**src/rtl/mdio45_pkg.sv**
```systemverilog
package mdio45_pkg;

  localparam int FRAME_BITS = 64;
  localparam int TA_IDX     = 46;  // first turnaround bit index
  localparam int DATA_IDX   = 48;  // first payload bit index

  localparam logic [1:0] SEL_STAT = 2'd0;
  localparam logic [1:0] SEL_CTRL = 2'd1;
  localparam logic [1:0] SEL_ADDR = 2'd2;
  localparam logic [1:0] SEL_DATA = 2'd3;

  typedef enum logic [1:0] {
    OP_ADDR  = 2'b00,
    OP_WRITE = 2'b01,
    OP_READ  = 2'b11
  } op_e;

  function automatic logic [FRAME_BITS-1:0] build_frame(
      input op_e op, input logic [4:0] prt, input logic [4:0] dev,
      input logic [15:0] payload);
    return {32'hFFFF_FFFF, 2'b00, op, prt, dev, 2'b10, payload};
  endfunction

endpackage

```
**src/rtl/mdio45_clkgen.sv**
```systemverilog
module mdio45_clkgen #(
  parameter int DIV_W = 8
) (
  input  logic             clk,
  input  logic             rst_n,
  input  logic             run,
  input  logic [DIV_W-1:0] div,
  output logic             mdc,
  output logic             rise_evt,
  output logic             fall_evt
);

  logic [DIV_W-1:0] cnt_q, cnt_d;
  logic             mdc_q, mdc_d;
  logic             wrap;

  assign wrap = run && (cnt_q == div);

  always_comb begin
    cnt_d = cnt_q;
    mdc_d = mdc_q;
    if (!run) begin
      cnt_d = '0;
      mdc_d = 1'b0;
    end else if (wrap) begin
      cnt_d = '0;
      mdc_d = ~mdc_q;
    end else begin
      cnt_d = cnt_q + 1'b1;
    end
  end

  always_ff @(posedge clk or negedge rst_n) begin
    if (!rst_n) begin
      cnt_q <= '0;
      mdc_q <= 1'b0;
    end else begin
      cnt_q <= cnt_d;
      mdc_q <= mdc_d;
    end
  end

  assign mdc      = mdc_q;
  assign rise_evt = wrap && !mdc_q;
  assign fall_evt = wrap && mdc_q;

endmodule

```
**src/rtl/mdio45_seq.sv**
```systemverilog
module mdio45_seq
  import mdio45_pkg::*;
(
  input  logic                  clk,
  input  logic                  rst_n,
  input  logic                  start,
  input  op_e                   start_op,
  input  logic [FRAME_BITS-1:0] frame,
  input  logic                  rise_evt,
  input  logic                  fall_evt,
  input  logic                  mdio_i,
  output logic                  active,
  output op_e                   cur_op,
  output logic [5:0]            bit_idx,
  output logic                  mdio_o,
  output logic                  mdio_oe,
  output logic                  done,
  output logic                  ta_err,
  output logic [15:0]           rx_data
);

  logic                  active_q, active_d;
  op_e                   op_q, op_d;
  logic [5:0]            idx_q, idx_d, idx_nxt;
  logic [FRAME_BITS-1:0] sh_q, sh_d;
  logic                  oe_q, oe_d;
  logic [15:0]           rx_q, rx_d;
  logic                  is_read;

  assign is_read = (op_q == OP_READ);
  assign idx_nxt = idx_q + 6'd1;

  always_comb begin
    active_d = active_q;
    op_d     = op_q;
    idx_d    = idx_q;
    sh_d     = sh_q;
    oe_d     = oe_q;
    rx_d     = rx_q;
    done     = 1'b0;
    ta_err   = 1'b0;
    if (!active_q) begin
      if (start) begin
        active_d = 1'b1;
        op_d     = start_op;
        idx_d    = '0;
        sh_d     = frame;
        oe_d     = 1'b1;
        rx_d     = '0;
      end
    end else begin
      if (rise_evt && is_read) begin
        if (idx_q == 6'(TA_IDX + 1)) ta_err = mdio_i;
        if (idx_q >= 6'(DATA_IDX))   rx_d   = {rx_q[14:0], mdio_i};
      end
      if (fall_evt) begin
        if (idx_q == 6'(FRAME_BITS - 1)) begin
          active_d = 1'b0;
          oe_d     = 1'b0;
          sh_d     = '1;
          done     = 1'b1;
        end else begin
          idx_d = idx_nxt;
          sh_d  = {sh_q[FRAME_BITS-2:0], 1'b1};
          oe_d  = !(is_read && (idx_nxt >= 6'(TA_IDX)));
        end
      end
    end
  end

  always_ff @(posedge clk or negedge rst_n) begin
    if (!rst_n) begin
      active_q <= 1'b0;
      op_q     <= OP_ADDR;
      idx_q    <= '0;
      sh_q     <= '1;
      oe_q     <= 1'b0;
      rx_q     <= '0;
    end else begin
      active_q <= active_d;
      op_q     <= op_d;
      idx_q    <= idx_d;
      sh_q     <= sh_d;
      oe_q     <= oe_d;
      rx_q     <= rx_d;
    end
  end

  assign active  = active_q;
  assign cur_op  = op_q;
  assign bit_idx = idx_q;
  assign mdio_o  = sh_q[FRAME_BITS-1];
  assign mdio_oe = oe_q;
  assign rx_data = rx_q;

endmodule

```
**src/rtl/mdio45_regs.sv**
```systemverilog
module mdio45_regs
  import mdio45_pkg::*;
#(
  parameter int          DIV_W   = 8,
  parameter logic [7:0]  DIV_RST = 8'd100
) (
  input  logic                  clk,
  input  logic                  rst_n,
  input  logic                  wr_en,
  input  logic [1:0]            wr_sel,
  input  logic [31:0]           wr_data,
  input  logic [1:0]            rd_sel,
  output logic [31:0]           rd_data,
  input  logic                  active,
  input  op_e                   cur_op,
  input  logic                  done,
  input  logic                  ta_err,
  input  logic [15:0]           rx_data,
  output logic                  start,
  output op_e                   start_op,
  output logic [FRAME_BITS-1:0] frame,
  output logic [DIV_W-1:0]      div
);

  logic [DIV_W-1:0] div_q, div_d;
  logic             err_q, err_d;
  logic [4:0]       prt_q, prt_d, dev_q, dev_d;
  logic [15:0]      addr_q, addr_d, data_q, data_d;
  logic             accept, stat_busy, data_busy;
  logic [4:0]       f_prt, f_dev;
  logic [15:0]      f_pay;
  logic             unused_wr_bits;

  assign unused_wr_bits = ^{wr_data[31:16], wr_data[14:10]};
  assign accept = wr_en && !active;

  always_comb begin
    start    = 1'b0;
    start_op = OP_ADDR;
    f_prt    = prt_q;
    f_dev    = dev_q;
    f_pay    = wr_data[15:0];
    if (accept) begin
      unique case (wr_sel)
        SEL_ADDR: begin start = 1'b1; start_op = OP_ADDR;  end
        SEL_DATA: begin start = 1'b1; start_op = OP_WRITE; end
        SEL_CTRL: if (wr_data[15]) begin
          start    = 1'b1;
          start_op = OP_READ;
          f_prt    = wr_data[9:5];
          f_dev    = wr_data[4:0];
          f_pay    = 16'hFFFF;
        end
        default: ;
      endcase
    end
  end

  assign frame = build_frame(start_op, f_prt, f_dev, f_pay);

  always_comb begin
    div_d  = div_q;
    err_d  = err_q;
    prt_d  = prt_q;
    dev_d  = dev_q;
    addr_d = addr_q;
    data_d = data_q;
    if (accept) begin
      unique case (wr_sel)
        SEL_STAT: div_d  = wr_data[8 +: DIV_W];
        SEL_CTRL: begin prt_d = wr_data[9:5]; dev_d = wr_data[4:0]; end
        SEL_ADDR: addr_d = wr_data[15:0];
        SEL_DATA: data_d = wr_data[15:0];
        default: ;
      endcase
    end
    if (start)                        err_d  = 1'b0;
    if (ta_err)                       err_d  = 1'b1;
    if (done && cur_op == OP_READ)    data_d = rx_data;
  end

  always_ff @(posedge clk or negedge rst_n) begin
    if (!rst_n) begin
      div_q  <= DIV_RST[DIV_W-1:0];
      err_q  <= 1'b0;
      prt_q  <= '0;
      dev_q  <= '0;
      addr_q <= '0;
      data_q <= '0;
    end else begin
      div_q  <= div_d;
      err_q  <= err_d;
      prt_q  <= prt_d;
      dev_q  <= dev_d;
      addr_q <= addr_d;
      data_q <= data_d;
    end
  end

  assign stat_busy = active && (cur_op != OP_WRITE);
  assign data_busy = active && (cur_op != OP_ADDR);
  assign div       = div_q;

  always_comb begin
    rd_data = '0;
    unique case (rd_sel)
      SEL_STAT: begin
        rd_data[8 +: DIV_W] = div_q;
        rd_data[1]          = err_q;
        rd_data[0]          = stat_busy;
      end
      SEL_CTRL: rd_data[9:0]  = {prt_q, dev_q};
      SEL_ADDR: rd_data[15:0] = addr_q;
      SEL_DATA: rd_data       = {data_busy, 15'd0, data_q};
      default: ;
    endcase
  end

endmodule

```
**src/rtl/mdio45_master.sv**
```systemverilog
module mdio45_master
  import mdio45_pkg::*;
#(
  parameter int         DIV_W   = 8,
  parameter logic [7:0] DIV_RST = 8'd100
) (
  input  logic        clk,
  input  logic        rst_n,
  input  logic        wr_en,
  input  logic [1:0]  wr_sel,
  input  logic [31:0] wr_data,
  input  logic [1:0]  rd_sel,
  output logic [31:0] rd_data,
  output logic        mdc,
  output logic        mdio_o,
  output logic        mdio_oe,
  input  logic        mdio_i
);

  logic [1:0]            rst_sync_q;
  logic                  rst_q_n;
  logic                  active, done, ta_err, start, rise_evt, fall_evt;
  op_e                   cur_op, start_op;
  logic [5:0]            bit_idx;
  logic [15:0]           rx_data;
  logic [FRAME_BITS-1:0] frame;
  logic [DIV_W-1:0]      clk_div;

  always_ff @(posedge clk or negedge rst_n) begin
    if (!rst_n) rst_sync_q <= 2'b00;
    else        rst_sync_q <= {rst_sync_q[0], 1'b1};
  end
  assign rst_q_n = rst_sync_q[1];

  mdio45_regs #(.DIV_W(DIV_W), .DIV_RST(DIV_RST)) u_regs (
    .clk(clk), .rst_n(rst_q_n), .wr_en(wr_en), .wr_sel(wr_sel),
    .wr_data(wr_data), .rd_sel(rd_sel), .rd_data(rd_data),
    .active(active), .cur_op(cur_op), .done(done), .ta_err(ta_err),
    .rx_data(rx_data), .start(start), .start_op(start_op),
    .frame(frame), .div(clk_div)
  );

  mdio45_clkgen #(.DIV_W(DIV_W)) u_clkgen (
    .clk(clk), .rst_n(rst_q_n), .run(active), .div(clk_div),
    .mdc(mdc), .rise_evt(rise_evt), .fall_evt(fall_evt)
  );

  mdio45_seq u_seq (
    .clk(clk), .rst_n(rst_q_n), .start(start), .start_op(start_op),
    .frame(frame), .rise_evt(rise_evt), .fall_evt(fall_evt),
    .mdio_i(mdio_i), .active(active), .cur_op(cur_op), .bit_idx(bit_idx),
    .mdio_o(mdio_o), .mdio_oe(mdio_oe), .done(done), .ta_err(ta_err),
    .rx_data(rx_data)
  );

endmodule

```
**config.mk**
```make
export PLATFORM = sky130hd
export DESIGN_NAME = mdio45_master
export DESIGN_NICKNAME = d
export VERILOG_FILES = /design/src/rtl/mdio45_pkg.sv /design/src/rtl/mdio45_clkgen.sv /design/src/rtl/mdio45_seq.sv /design/src/rtl/mdio45_regs.sv /design/src/rtl/mdio45_master.sv
export SDC_FILE = /design/constraint.sdc
export NUM_CORES = 1
export LEC_CHECK = 0
export ABC_AREA = 1
export BUFFER_PORTS_ARGS = -buffer_cell sky130_fd_sc_hd__buf_2
export CAP_MARGIN = 10
export CORE_UTILIZATION = 35
export CTS_CLUSTER_DIAMETER = 120
export DETAILED_ROUTE_END_ITERATION = 10
export PLACE_DENSITY = 0.59
export SLEW_MARGIN = 30
export SYNTH_ARGS = -nofsm -noshare
export SYNTH_HDL_FRONTEND = slang
export SYNTH_SLANG_ARGS = --single-unit
```
**constraint.sdc**
```tcl
create_clock -name clk -period 8.3 [get_ports clk]
set_input_delay 1.245 -clock clk [delete_from_list [all_inputs] [get_ports clk]]
set_output_delay 1.245 -clock clk [all_outputs]
set_load 0.05 [all_outputs]
```
==> results of run 1 <==
[registers in the layout (all words and copies together) (netlist names), 5 cells and up]
name / count
u_clkgen.cnt_q: 8
u_regs.addr_q: 16
u_regs.data_q: 16
u_regs.dev_q: 5
u_regs.div: 8
u_regs.prt_q: 5
u_seq.bit_idx: 6
u_seq.rx_data: 16
u_seq.sh_q: 64
[layout make-up]
type | instances | area, µm²
inverter | 106 | 398
sequential | 152 | 3890
antenna | 1 | 2.50
clock buffer | 20 | 479
clock inverter | 12 | 103
timing repair buffer | 50 | 275
fill | 2193 | 12600
multi-input combinational | 626 | 2890
tap | 275 | 344
[metrics by stage]
stage | utilization [%] | worst slack, ns | instances
after CTS | 40.0 | 4.40 | 1241
after global placement | 37.1 | 4.43 | 1209
after detailed placement | 37.2 | 4.41 | 1209
final | 40.0 | 4.43 | 1242
after floorplan | - | 3.87 | 941
after global routing | 40.0 | 4.36 | 1241
[where the power goes]
group	switching, mW	leakage (nW)	internal [mW]
sequential	0.000157	1.76	0.743
combinational	0.0666	2.14	0.0118
clock	0.329	0.283	0.427
total	0.396	4.18	1.18
[routing by layer]
metal  GRT usage [%]  up-vias  routed length, µm
li1                -     3002                  -
met1            24.5     2850               8450
met2            27.6      121               8810
met3            3.10       15                713
met4            5.46        0                247
met5               0        -                  0
[cells by family (layout without fill, tap and decap cells)]
group,count (synthesis),count (layout),synth area share [%]
AND/OR/NAND/NOR,443,443,24.6
XOR/XNOR,3,3,0.352
buffers and inverters,163,188,10.1
flip-flops,152,152,52.0
adder cells (fa/ha/maj),3,3,0.503
AO/OA/AOI/OAI,161,161,12.3
other,2,17,0.101
[how the worst min path moves through the flow]
stage | end | slack [ns]
6_report | rst_sync_q[1]$_DFF_PN0_ | 0.35
5_1_grt | rst_sync_q[1]$_DFF_PN0_ | 0.37
4_1_cts | rst_sync_q[1]$_DFF_PN0_ | 0.36
3_5_place_dp | rst_sync_q[1]$_DFF_PN0_ | 0.35
3_3_place_gp | rst_sync_q[1]$_DFF_PN0_ | 0.34
2_1_floorplan | rst_sync_q[1]$_DFF_PN0_ | 0.33
[layout by cell type (no fill, tap or decap), types with 3 or more instances in the layout]
master     netlist  routed
o2111ai_1        3       3
clkbuf_16        0      19
o21ai_1         45      45
inv_1           97      97
o211ai_1        23      23
nand2_1        314     313
conb_1           2      16
nand3_1         85      85
o21ai_0         66      66
ha_1             3       3
nand2_2          5       6
inv_2            9       9
dfrtp_1         85      84
dfstp_2         67      67
a22oi_1         15      15
clkinv_4         0       3
buf_2           13      43
xor2_1           3       3
nand4_1          4       4
buf_4           15       5
nor2_1          25      25
a21oi_1          7       7
inv_6            0       3
[worst max-delay path, stage by stage]
cell	delay (ns)
buf_2	0.12
nor2_1	0.33
inv_1	0.27
o211ai_1	0.33
buf_2	0.33
==> impl_results.md, run 1 <==
* Worst-Skew Late Latency at roughly 0.42 ns
* Share of the synthesized area in the top cell type at 28.5%
* Static Leak at 4.18 nW
* Headroom to the max-slew limit at between 40% and 50%
* Total setup buffers inserted after CTS at 0
* Number of flops mapped to enable cells by yosys at 0
* Worst r2r src: u_seq.active$_DFF_PN0_
* Io pins at between 70 and 80
* Final layout net count at around 1000
* Hold_ws at between 0.3 and 0.4 ns
* DRT Wirelength at around 18 mm
* Gpl congestion at 0.813
* Final Max Slew Viols at 0
* DR vias at ~6000
* WL per Instance at ~15 µm
* R2r setup slk at 5.23 ns
* CTS tree: built
* DR pass1 iterations at 7
* Leading area contributor after synthesis: dfrtp_1
* Die W at 148 µm
* Yosys cell types at 31
* Crit. Startpoint: rd_sel[1]
* Largest net degree at the start of global routing at 86
* R2r endpoint: u_seq.mdio_oe$_DFFE_PN0P_
* Outcome: finished, final reports clean
* GRT Total Usage at between 15 and 20%
* Area delta synth->final at 12.2%
* Kind of critical path: input port to output port
* R2r worst-path depth at 10
* DR iter-0 viols at about 380
* # setup viols final at 0
* Vias in the first global route at 5632
* Data arrival time of the critical path at roughly 2.6 ns
* Synth warn at 0
* CP startpoint kind: input port
* Total power at 1.58 mW
* I/O Buffers at 43
* GR Overflow Total at 0
* Top-count cell post-synth: nand2_1
* Hold crit path type: register to register
* Starting density of the core at between 30% and 40%
* Layout cell share with drive strength beyond 1 at 17.7%
* Post-detail-place hpwl at ~12 mm
* Core Footprint at about 21000 µm²
* PwrDens at 188 nW/µm²
* Initial antenna violation count at 0
* Std cell rows at 53
* Skew final at approximately 0.011 ns
* Post-route cell area at approximately 8400 µm²
* Crit. End Element: output port
* Post-synth top cells: nand2_1, inv_1, dfrtp_1, nand3_1, dfstp_2
* Clock buffer depth at 2
* CTS buffer count at 17
* Synth top area cells: dfrtp_1, dfstp_2, nand2_1
* # resized after CTS at 0
* Via density at 4.82
* Slew @ Worst Pin at around 0.80 ns
* Seq/Total Area, Yosys at between 50% and 60%
* Ys async rst share at 100%
* Tcrit/Tclk final at a little under half
* Avg Synthesized Cell Area at between 8 and 9 µm²
* Residual DRC count at 0
* CTS Hold Buffers Added at 0
* Yosys reg bits at approximately 150
* Ys flop type: dfrtp_1
* First-pass GRT wire length at between 20 and 30 mm
* Setup TNS at 0 ns
* Post-route ant nets at 0
* Mapped Cells at between 900 and 1000
* Vert. Die Dim at ~150 µm
* Hold depth at 0
* Peak VDD IR at a little under 0.09 mV
* Hold Vio Cnt, Final at 0
* H-tree Lvls at 4
* Clk root buf: clkbuf_16
* Clk pin slew, worst setup/hold paths at 0.06 ns
* DP Area at between 7000 and 8000 µm²
* Clock sink total at 152
* CP max FO at 7
* Tmin final at 3.87 ns
* Number of max-cap violations at 0
* Die footprint at approximately 22000 µm²
* Min-delay src: rst_sync_q[0]$_DFF_PN0_
* Critical Path RT at about 7.1 ns
* Setup crit end: rd_data[15]
* Peak Freq at between 200 and 300 MHz
* Cell area after synthesis at around 7500 µm²
* Unrepaired setup endpoints after global routing: no
Power figures use the tool's default switching activity.
==> inputs of run 2 (changes only) <==
--- a/config.mk
+++ b/config.mk
@@ -11,7 +11,7 @@
 export CORE_UTILIZATION = 35
 export CTS_CLUSTER_DIAMETER = 120
 export DETAILED_ROUTE_END_ITERATION = 10
-export PLACE_DENSITY = 0.59
+export PLACE_DENSITY = 0.61
 export SLEW_MARGIN = 30
 export SYNTH_ARGS = -nofsm -noshare
 export SYNTH_HDL_FRONTEND = slang
==> constraint.sdc (replaced) <==
create_clock -name clk -period 3.2 [get_ports clk]
set_input_delay 0.48 -clock clk [delete_from_list [all_inputs] [get_ports clk]]
set_output_delay 0.48 -clock clk [all_outputs]
set_load 0.05 [all_outputs]
==> impl_results.md, run 2 (synthesized netlist as in run 1, its figures left out) <==
* Outcome: finished, violations left
* Failing checks: design-rule violations
* H-tree Lvls at 4 (unchanged)
* Core Footprint at 21000 µm² (unchanged)
* DR vias at 6045 (+0.95%)
* Via density at 4.85 (+0.55%)
* # setup viols final at 0 (unchanged)
* Peak Freq at around 400 MHz
* Setup TNS at 0 ns (unchanged)
* Hold Vio Cnt, Final at 0 (unchanged)
* Most common cell after layout, fill and taps aside: nand2_1
* R2r endpoint: u_regs.data_q[2]$_DFFE_PN0P_
* Critical Path RT at 3.49 ns (-3.56 ns)
* Unrepaired setup endpoints after global routing: no
* I/O Buffers at 43 (unchanged)
* Die W at 148 µm (unchanged)
* Worst r2r src: u_seq.bit_idx[0]$_DFFE_PN0P_
* Largest net degree at the start of global routing at 52 (-40%)
* Skew final at 0.00761 ns (-0.00345 ns)
* Residual DRC count at 2 (+2)
* Kind of critical path: register to register
* Std cell rows at 53 (unchanged)
* DR pass1 iterations at 8 (+1)
* CTS tree: built
* Gpl congestion at 0.801 (-1.5%)
* First-pass GRT wire length at 30.0 mm (about the same)
* Clk root buf: clkbuf_16
* Tcrit/Tclk final at between 70 and 80%
* CP max FO at 17 (+10)
* CTS buffer count at 17 (unchanged)
* Clock buffer depth at 2 (unchanged)
* GR Overflow Total at 0 (unchanged)
* DRT Wirelength at 18.4 mm (+0.80%)
* DR iter-0 viols at 482 (+28%)
* Max reg flops at 64 (unchanged)
* R2r worst-path depth at 9 (-1)
* Number of max-cap violations at 0 (unchanged)
* Final worst slack at 0.643 ns (-3.79 ns)
* Headroom to the max-slew limit at 50.2% (+3.5 points)
* Clock sink total at 152 (unchanged)
* Vias in the first global route at 5700 (+1.2%)
* Layout cell share with drive strength beyond 1 at 18.1% (+0.41 points)
* Die footprint at 21900 µm² (unchanged)
* CP startpoint kind: register
* Worst-Skew Late Latency at 0.42 ns (about the same)
* Most frequent cells in the layout: nand2_1, inv_1, nand3_1
* Clk pin slew, worst setup/hold paths at 0.06 ns (about the same)
* Post-route ant nets at 0 (unchanged)
* Vert. Die Dim at 148 µm (unchanged)
* Final layout net count at 1002 (+0.60%)
* Data arrival time of the critical path at 2.85 ns (+0.23 ns)
* Peak VDD IR at 0.249 mV (+190%)
* Register bank with the most flops: u_seq.sh_q
* Worst slack, placed at 0.265 ns (-4.14 ns)
* GRT Total Usage at 17.5% (about the same)
* Slew @ Worst Pin at 0.747 ns (-0.0540 ns)
* Total setup buffers inserted after CTS at 0 (unchanged)
* R2r setup slk at 0.64 ns (-4.59 ns)
* Initial antenna violation count at 2 (+2)
* Starting density of the core at 35.6% (unchanged)
* Crit. End Element: register
* PwrDens at 495 nW/µm² (+160%)
* Area delta synth->final at 13.2%
* Total power at 4.18 mW (+170%)
* N_diodes at 0 (-1)
* Tmin final at between 2 and 3 ns
* Io pins at 75 (unchanged)
* Post-detail-place hpwl at 12.7 mm (+3.2%)
* Hold crit path type: register to asynchronous set/reset pin
* WL per Instance at 14.7 µm (+0.40%)
* Final Max Slew Viols at 0 (unchanged)
* Static Leak at 4.23 nW (+1.2%)
[run 2: how the worst max path moves through the flow]
| stage | start | end | slack, ns | cells past startpoint |
|---|---|---|---|---|
| detailed placement | u_seq.bit_idx[0]$_DFFE_PN0P_ | u_seq.bit_idx[3]$_DFFE_PN0P_ | 0.27 | 9 |
| global placement | u_seq.bit_idx[0]$_DFFE_PN0P_ | u_seq.bit_idx[3]$_DFFE_PN0P_ | 0.23 | 9 |
| finish | u_seq.bit_idx[0]$_DFFE_PN0P_ | u_regs.data_q[2]$_DFFE_PN0P_ | 0.64 | 9 |
| global route | u_seq.bit_idx[0]$_DFFE_PN0P_ | u_regs.data_q[12]$_DFFE_PN0P_ | 0.39 | 9 |
| floorplan | u_seq.active$_DFF_PN0_ | rd_data[0] | 0.56 | 5 |
| CTS | u_seq.bit_idx[0]$_DFFE_PN0P_ | u_seq.bit_idx[3]$_DFFE_PN0P_ | 0.26 | 9 |
[run 2: through the flow]
stage / cells / utilization, % / cell area, µm² / hold slack, ns
3_5_place_dp: 1214 / 37.4 / 7840 / 0.266
5_1_grt: 1247 / 40.4 / 8460 / 0.323
3_3_place_gp: 1214 / 37.4 / 7830 / 0.268
4_1_cts: 1247 / 40.3 / 8450 / 0.312
6_report: 1247 / 40.4 / 8460 / 0.318
2_1_floorplan: 941 / - / 7520 / 0.184
[run 2: timing repair]
action	4_1_cts	5_1_grt
hold endpoints to repair	2	0
hold buffers	1	0
endpoints found under the setup margin	0	3
resized for setup	0	1
[run 2: routing by layer]
| layer | vias up | track usage [%] | wire, µm |
|---|---|---|---|
| met4 | 4 | 5.46 | 291 |
| met1 | 2882 | 23.5 | 8410 |
| met5 | - | 0 | 27 |
| met2 | 127 | 28.5 | 8920 |
| li1 | 3013 | - | - |
| met3 | 19 | 3.53 | 712 |
[run 2: worst max-delay path, cell delays in order (launching register included)]
cell and delay [ns]:
dfrtp_1 0.43, ha_1 0.21, nand3_1 0.15, nor2_2 0.23, buf_4 0.23, inv_2 0.09
nor2_4 0.31, nand4_2 0.48, nand3_1 0.21, nand3_1 0.09
[run 2: cell type report]
type / count / area, µm²
Fill cell: 2171 / 12500
Clock inverter: 11 / 104
Multi-Input combinational cell: 626 / 2890
Sequential cell: 152 / 3890
Tap cell: 275 / 344
Timing Repair Buffer: 56 / 328
Clock buffer: 21 / 504
Inverter: 106 / 398
[run 2: report_power, final]
part	switching [mW]	total, mW	internal, mW
clock	0.829	2.05	1.22
sequential	0.0104	1.94	1.93
combinational	0.164	0.197	0.0330
total	1.00	4.18	3.18
